## src/rtl/sfr_pkg.sv

```systemverilog
package sfr_pkg;
  localparam int unsigned PAYLOAD_W = 24;
  localparam int unsigned CRC_W     = 8;
  localparam int unsigned DEV_AW    = 2;
  localparam int unsigned REG_AW    = 5;
  localparam int unsigned DATA_W    = 16;
  localparam logic [CRC_W-1:0] CRC_POLY = 8'h07;

  typedef struct packed {
    logic              rd;
    logic [DEV_AW-1:0] dev;
    logic [REG_AW-1:0] reg_a;
    logic [DATA_W-1:0] data;
  } cmd_t;
endpackage

```

## src/rtl/sfr_crc8.sv

```systemverilog
module sfr_crc8
  import sfr_pkg::*;
#(
  parameter int unsigned W = 24
) (
  input  logic [W-1:0]     data_i,
  output logic [CRC_W-1:0] crc_o
);
  logic [CRC_W-1:0] stage [W+1];

  assign stage[0] = '0;

  for (genvar i = 0; i < W; i++) begin : g_bit
    logic fb;
    assign fb = stage[i][CRC_W-1] ^ data_i[W-1-i];
    assign stage[i+1] = {stage[i][CRC_W-2:0], 1'b0} ^ (fb ? CRC_POLY : '0);
  end

  assign crc_o = stage[W];
endmodule

```

## src/rtl/sfr_shift_in.sv

```systemverilog
module sfr_shift_in #(
  parameter int unsigned SH_W  = 32,
  parameter int unsigned CNT_W = 6
) (
  input  logic             clk,
  input  logic             rst_n,
  input  logic             sclk_i,
  input  logic             fs_n_i,
  input  logic             sdi_i,
  output logic             sclk_rise_o,
  output logic             fs_rise_o,
  output logic [SH_W-1:0]  shreg_o,
  output logic [CNT_W-1:0] bitcnt_o
);
  localparam logic [CNT_W-1:0] CNT_SAT = '1;

  logic             sclk_q, fs_q;
  logic             sclk_fall;
  logic [SH_W-1:0]  sh_q, sh_d;
  logic [CNT_W-1:0] cnt_q, cnt_d;

  assign sclk_fall   = sclk_q & ~sclk_i;
  assign sclk_rise_o = ~sclk_q & sclk_i;
  assign fs_rise_o   = ~fs_q & fs_n_i;

  always_comb begin
    sh_d  = sh_q;
    cnt_d = cnt_q;
    if (fs_n_i) begin
      cnt_d = '0;
    end else if (sclk_fall) begin
      sh_d = {sh_q[SH_W-2:0], sdi_i};
      if (cnt_q != CNT_SAT) cnt_d = cnt_q + 1'b1;
    end
  end

  always_ff @(posedge clk or negedge rst_n) begin
    if (!rst_n) begin
      sclk_q <= 1'b1;
      fs_q   <= 1'b1;
      sh_q   <= '0;
      cnt_q  <= '0;
    end else begin
      sclk_q <= sclk_i;
      fs_q   <= fs_n_i;
      cnt_q  <= cnt_d;
      if (sclk_fall) sh_q <= sh_d;
    end
  end

  assign shreg_o  = sh_q;
  assign bitcnt_o = cnt_q;
endmodule

```

## src/rtl/sfr_watchdog.sv

```systemverilog
module sfr_watchdog #(
  parameter int unsigned CNT_W = 20
) (
  input  logic             clk,
  input  logic             rst_n,
  input  logic             kick_i,
  input  logic [CNT_W-1:0] limit_i,
  output logic             alert_o
);
  logic [CNT_W-1:0] cnt_q, cnt_d;
  logic [CNT_W:0]   cnt_inc;
  logic             al_q, al_d;

  assign cnt_inc = {1'b0, cnt_q} + 1'b1;

  always_comb begin
    cnt_d = cnt_q;
    al_d  = al_q;
    if (kick_i) begin
      cnt_d = '0;
      al_d  = 1'b0;
    end else if ((limit_i != '0) && !al_q) begin
      cnt_d = cnt_inc[CNT_W-1:0];
      if (cnt_inc >= {1'b0, limit_i}) al_d = 1'b1;
    end
  end

  always_ff @(posedge clk or negedge rst_n) begin
    if (!rst_n) begin
      cnt_q <= '0;
      al_q  <= 1'b0;
    end else begin
      cnt_q <= cnt_d;
      al_q  <= al_d;
    end
  end

  assign alert_o = al_q;
endmodule

```

## src/rtl/cmdport_rx.sv

```systemverilog
module cmdport_rx
  import sfr_pkg::*;
#(
  parameter int unsigned WDOG_W = 20
) (
  input  logic              clk,
  input  logic              rst_n,
  input  logic              sclk_i,
  input  logic              fs_n_i,
  input  logic              sdi_i,
  output logic              sdo_o,
  input  logic [DEV_AW-1:0] dev_addr_i,
  input  logic              pec_en_i,
  input  logic [WDOG_W-1:0] wdog_limit_i,
  output logic              wr_req_o,
  output logic              rd_req_o,
  output logic [REG_AW-1:0] reg_addr_o,
  output logic [DATA_W-1:0] wr_data_o,
  input  logic [DATA_W-1:0] rd_data_i,
  output logic              alert_o,
  output logic              fault_n_o
);
  localparam int unsigned FRAME_LONG = PAYLOAD_W + CRC_W;
  localparam int unsigned CNT_W      = $clog2(FRAME_LONG) + 1;
  localparam int unsigned PAD_W      = PAYLOAD_W - REG_AW - DATA_W;
  localparam logic [CNT_W-1:0] LEN_SHORT = CNT_W'(PAYLOAD_W);
  localparam logic [CNT_W-1:0] LEN_LONG  = CNT_W'(FRAME_LONG);

  // reset: asserted asynchronously, released on the clock
  logic [1:0] rst_pipe;
  logic       rst_s_n;

  always_ff @(posedge clk or negedge rst_n) begin
    if (!rst_n) rst_pipe <= '0;
    else        rst_pipe <= {rst_pipe[0], 1'b1};
  end
  assign rst_s_n = rst_pipe[1];

  logic                  sclk_rise, fs_rise;
  logic [FRAME_LONG-1:0] shreg;
  logic [CNT_W-1:0]      bitcnt;

  sfr_shift_in #(.SH_W(FRAME_LONG), .CNT_W(CNT_W)) u_shift (
    .clk        (clk),
    .rst_n      (rst_s_n),
    .sclk_i     (sclk_i),
    .fs_n_i     (fs_n_i),
    .sdi_i      (sdi_i),
    .sclk_rise_o(sclk_rise),
    .fs_rise_o  (fs_rise),
    .shreg_o    (shreg),
    .bitcnt_o   (bitcnt)
  );

  // frame decode at strobe release
  logic [PAYLOAD_W-1:0] payload;
  logic [CRC_W-1:0]     crc_calc;
  cmd_t                 cmd;
  logic                 len_ok, crc_match, frame_good, crc_bad, exec_w;

  assign payload = pec_en_i ? shreg[FRAME_LONG-1:CRC_W] : shreg[PAYLOAD_W-1:0];

  sfr_crc8 #(.W(PAYLOAD_W)) u_crc (
    .data_i(payload),
    .crc_o (crc_calc)
  );

  assign cmd        = cmd_t'(payload);
  assign len_ok     = pec_en_i ? (bitcnt == LEN_LONG) : (bitcnt == LEN_SHORT);
  assign crc_match  = (crc_calc == shreg[CRC_W-1:0]);
  assign frame_good = fs_rise & len_ok & (~pec_en_i | crc_match);
  assign crc_bad    = fs_rise & len_ok & pec_en_i & ~crc_match;
  assign exec_w     = frame_good & (cmd.dev == dev_addr_i);

  sfr_watchdog #(.CNT_W(WDOG_W)) u_wdog (
    .clk    (clk),
    .rst_n  (rst_s_n),
    .kick_i (frame_good),
    .limit_i(wdog_limit_i),
    .alert_o(alert_o)
  );

  // request, fault and readback state
  logic                 wr_q, wr_d, rd_q, rd_d;
  logic [REG_AW-1:0]    addr_q, addr_d;
  logic [DATA_W-1:0]    data_q, data_d;
  logic                 perr_q, perr_d;
  logic [PAYLOAD_W-1:0] sdo_sh_q, sdo_sh_d, rb_word;
  logic                 sdo_vld_q, sdo_vld_d;

  assign rb_word = {{PAD_W{1'b0}}, addr_q, rd_data_i};

  always_comb begin
    wr_d   = exec_w & ~cmd.rd;
    rd_d   = exec_w & cmd.rd;
    addr_d = addr_q;
    data_d = data_q;
    if (exec_w) begin
      addr_d = cmd.reg_a;
      if (!cmd.rd) data_d = cmd.data;
    end

    perr_d = perr_q;
    if (crc_bad)         perr_d = 1'b1;
    else if (frame_good) perr_d = 1'b0;

    sdo_sh_d  = sdo_sh_q;
    sdo_vld_d = sdo_vld_q;
    if (rd_q) begin
      sdo_sh_d  = rb_word;
      sdo_vld_d = 1'b1;
    end else if (fs_rise) begin
      sdo_vld_d = 1'b0;
    end else if (sclk_rise && !fs_n_i && (bitcnt != '0)) begin
      sdo_sh_d = {sdo_sh_q[PAYLOAD_W-2:0], 1'b0};
    end
  end

  always_ff @(posedge clk or negedge rst_s_n) begin
    if (!rst_s_n) begin
      wr_q      <= 1'b0;
      rd_q      <= 1'b0;
      addr_q    <= '0;
      data_q    <= '0;
      perr_q    <= 1'b0;
      sdo_sh_q  <= '0;
      sdo_vld_q <= 1'b0;
    end else begin
      wr_q      <= wr_d;
      rd_q      <= rd_d;
      perr_q    <= perr_d;
      sdo_vld_q <= sdo_vld_d;
      if (exec_w) addr_q <= addr_d;
      if (exec_w) data_q <= data_d;
      sdo_sh_q  <= sdo_sh_d;
    end
  end

  assign wr_req_o   = wr_q;
  assign rd_req_o   = rd_q;
  assign reg_addr_o = addr_q;
  assign wr_data_o  = data_q;
  assign fault_n_o  = ~perr_q;
  assign sdo_o      = sdo_vld_q & sdo_sh_q[PAYLOAD_W-1];
endmodule

```

## config.mk

```make
export PLATFORM = sky130hd
export DESIGN_NAME = cmdport_rx
export DESIGN_NICKNAME = d
export VERILOG_FILES = /design/src/rtl/sfr_pkg.sv /design/src/rtl/sfr_crc8.sv /design/src/rtl/sfr_shift_in.sv /design/src/rtl/sfr_watchdog.sv /design/src/rtl/cmdport_rx.sv
export SDC_FILE = /design/constraint.sdc
export NUM_CORES = 1
export LEC_CHECK = 0
export CAP_MARGIN = 25
export CORE_MARGIN = 2
export CORE_UTILIZATION = 45
export CTS_BUF_LIST = sky130_fd_sc_hd__clkbuf_16
export DETAILED_ROUTE_END_ITERATION = 6
export PLACE_DENSITY = 0.69
export SLEW_MARGIN = 20
export SYNTH_ARGS = -nofsm -noshare
export SYNTH_HDL_FRONTEND = slang
export SYNTH_SLANG_ARGS = --single-unit
export TNS_END_PERCENT = 1
```

## constraint.sdc

```tcl
create_clock -name clk -period 4.1 [get_ports clk]
set_input_delay 1.23 -clock clk [delete_from_list [all_inputs] [get_ports clk]]
set_output_delay 1.23 -clock clk [all_outputs]
set_load 0.05 [all_outputs]
```

==> summary.md <==
| Metric | Value |
|---|---|
| Status | finished, final reports clean |
| Io pins | 70 |
| Crit-path max FO | 8 |
| Top post-synthesis cells by count | dfrtp_1 (110), nand2_1 (69), mux2i_1 (66) |
| Crit path from | pec_en_i |
| First-pass DRT Iterations | 4 |
| Critical path, cell by cell | buf_12 > mux2i_4 > xor2_1 > xnor3_1 > xnor3_1 > xor3_1 > or3_4 > a2111oi_4 > and2_4 > clkbuf_16 > mux2i_1 > a221o_1 |
| R2r setup slk | roughly 460 ps |
| Area Overhead vs Synth | 21.9% |
| Core area | between 0.015 and 0.02 sq mm |
| Fmax achieved | between 200 and 300 MHz |
| Post-Synth XOR/XNOR Area | 0.160 |
| Library cells used by synthesis | 48 |
| Final Hold Viols | 0 |
| Clock Power Share | 0.292 |
| DP Area | 0.00807 sq mm |
| Post-synthesis mux area share | 0.149 |
| PnR Total Power | roughly 3.2 mW |
| Placed Cells | ~940 |
| Slew Viols, Final | 0 |
| WL per Instance | between 15 and 20 um |
| Die X | 128 um |
| CTS buffer count | 9 |
| Final HPWL from detailed placement | between 10000 and 15000 um |
| Post-route ant nets | 0 |
| Worst-path clk slew | approximately 80 ps |
| Fill cells | approximately 1300 |
| Count of state elements after synthesis | 112 |
| Synthesized net count | about 740 |
| Worst slew margin | 0.555 |
| Layout Cells excl Fill | around 960 |
| Critical path buffers and inverters | 2 |
| GRT Residual Overflow | 0 |
| FF-to-FF End | wr_data_o[14] |
| Combinational share of power | 0.291 |
| CP Depth | 12 |
| Total GRT Usage | 0.195 |
| Max Cap Viol | 0 |
| Ys Warns | 0 |
| Initial antenna violation count | 0 |
| CTS Buffer Depth | 2 |
| Critical Path AT | 4200 ps |
| Largest cells by area after synthesis | dfrtp_1 (40%), mux2i_1 (9.5%), xor2_1 (6.3%) |
| Fraction of layout cells with a size suffix above 1 | 0.108 |
| Ant diodes | 0 |
| Post-synth EDFFs | 0 |
| Initial cell density of the core | 0.460 |
| Tmin final | between 3000 and 4000 ps |
| Die ar. | between 0.015 and 0.02 sq mm |
| Post-Synth Adder-Cell Area | 0.0413 |
| Ys flop type | dfrtp_1 |
| Vias in the first global route | roughly 5300 |
| Post-synthesis async set-or-reset flop share | 1.00 |
| Unrepaired setup endpoints after global routing | no |
| Tcrit/Tclk final | 0.965 |
| TritonCTS clock tree | done |
| Worst skew pair latency | between 300 and 400 ps |
| Worst r2r path cells | 11 |
| Worst Setup EP | wr_data_o[14] |
| Hold-fix buffers, CTS | 0 |
| Cell mode on critical path | xnor3_1 |
| Nets@finish | a little over 800 |
| DR vias/cell | between 5 and 6 |
| Setup Total Neg Slack | 0 ps |
| H-tree depth | 3 |
| Max rail drop VDD | between 0.0003 and 0.0004 V |
| # clock sinks | 112 |
| Simple-gate area share of the yosys netlist | 0.131 |
| Reg-to-Reg Start | u_shift.shreg_o[21] |
| Crit end category | register |
| Remaining DRCs | 0 |
| Post-Route WL | roughly 16000 um |
| Die height | about 130 um |
| Switching pwr | just over 0.9 mW |
| Pin count of the biggest net entering global routing | 56 |
| Sw frac | 0.291 |
| CP max-delay cell | xnor3_1 |
| Worst min-delay path class | reg2async |
| Clock skew | around 12 ps |
| Top-count cell post-synth | dfrtp_1 |
| Gate count of the mapped netlist | ~680 |
| Worst slew pin tran | ~670 ps |
| Sequential group share of total power | 0.417 |
| I/O Buffers | 69 |
| Synth area leader | dfrtp_1 |
| Initial DRC count | ~310 |
| Critical Path Start Type | input port |
| Via Count | around 5200 |
| # rows | 45 |
| Fin Hold WS | ~310 ps |
| Core Util, Final | 0.561 |
| Compound-Gate Fraction of Synth Area | 0.0736 |
| Internal power | between 2 and 2.5 mW |
| CP max stage delay | around 450 ps |
| Power Dens Cells | 377 mW/mm^2 |
| Setup CP Type | in2reg |
| Root buf cell | clkbuf_16 |
| Largest family of logic cells by synthesized area | XOR/XNOR gates |
| # setup viols final | 0 |
| Mean area per synthesized cell | just over 10 sq um |
| Post-synthesis sequential area ratio | 0.403 |
| Crit path required time | between 4000 and 5000 ps |
| Post-synth top area share | 0.395 |
| GPL Wtd Cong | approximately 0.89 |
| Delay-heaviest family, CP | XOR/XNOR gates |
| Final Instance Area | ~0.0085 sq mm |
| Synthesized area | approximately 0.007 sq mm |
| Final WS setup | approximately 140 ps |
| Leak | a little over 4 nW |
| Pre-CTS setup slack | -484 ps |
| First-pass GRT wire length | 25600 um |
## layer usage
layer / part of all wire / global-route usage / vias up
li1: - / - / 2518
met1: 0.44 / 0.247 / 2517
met2: 0.49 / 0.335 / 97
met3: 0.042 / 0.0378 / 24
met4: 0.020 / 0.0666 / 0
met5: 0 / 0 / -
## flip-flops by register name, summed over array words and instances (netlist names)
register,flops
wr_req_o,1
sdo_vld_q,1
u_shift.fs_q,1
sdo_sh_q,24
rd_req_o,1
reg_addr_o,5
u_shift.sclk_q,1
u_shift.shreg_o,32
u_wdog.alert_o,1
perr_q,1
rst_pipe,2
u_shift.bitcnt_o,6
u_wdog.cnt_q,20
wr_data_o,16
## repair_timing
item / CTS / global route
pin swaps: 0 / 4
endpoints found under the setup margin: 28 / 44
endpoints found under the hold margin: 0 / 0
gates resized for setup: 2 / 7
setup buffers: 0 / 2
gates cloned: 0 / 2
## cells by family after synthesis
family                     after synthesis
DFF                                    112
adders and majority gates               23
xor gates and xnor gates               107
muxes                                   99
buffers and inverters                   63
AOI/OAI and AO/OA                       71
other                                    1
and+or+nand+nor                        201
## power groups by stage
stage,registers (mW),logic (mW),clock network [mW]
after floorplan,1.31,0.657,0
after global placement,1.36,0.856,0
after detailed placement,1.36,0.895,0
after CTS,1.33,0.903,0.960
after global routing,1.35,1.04,1.00
final,1.34,0.930,0.934
## worst reg2reg max path, stage by stage, from the launching register on
cell,delay (ps)
dfrtp_1,510
xnor2_1,290
mux2i_1,150
xnor2_2,300
xor3_2,340
xnor3_1,370
or3_4,390
a2111oi_4,420
and2_4,250
clkbuf_16,170
mux2i_1,90
a221o_1,260
## cells in the final DEF, fill, tap and decap left out, types with 5 or more instances in the layout
master             n
o21ai_1           21
xor2_1            50
and2_1             5
buf_4             42
nor4_1             6
dfrtp_1          109
a221o_1           21
xnor2_1           42
nor3_1             6
and3_1             6
mux2_1            30
clkdlybuf4s50_1   68
inv_1             25
nor2_1            53
a21oi_1            9
xnor3_1            8
nand3_1           32
nand2_1           69
mux2i_1           64
ha_1              23
nand4_1            7
clkbuf_16         11
## area by class of cell
type,count,area (sq um),area share
Multi-Input combinational cell,502,3910,0.461
Tap cell,188,235,0.0277
Sequential cell,112,2810,0.331
Timing Repair Buffer,116,1130,0.133
Clock inverter,7,93.8,0.0110
Clock buffer,9,225,0.0265
Inverter,23,86.3,0.0102
## how the worst min path moves through the flow
stage | endpoint | slack, ps | depth (start not counted)
floorplan | rst_pipe[1] | 330 | 0
CTS | wr_req_o | 330 | 0
global route | wr_req_o | 370 | 0
finish | wr_req_o | 310 | 0
global placement | rst_pipe[1] | 340 | 0
detailed placement | wr_req_o | 320 | 0
No activity file was read; power rests on OpenSTA's default activity.
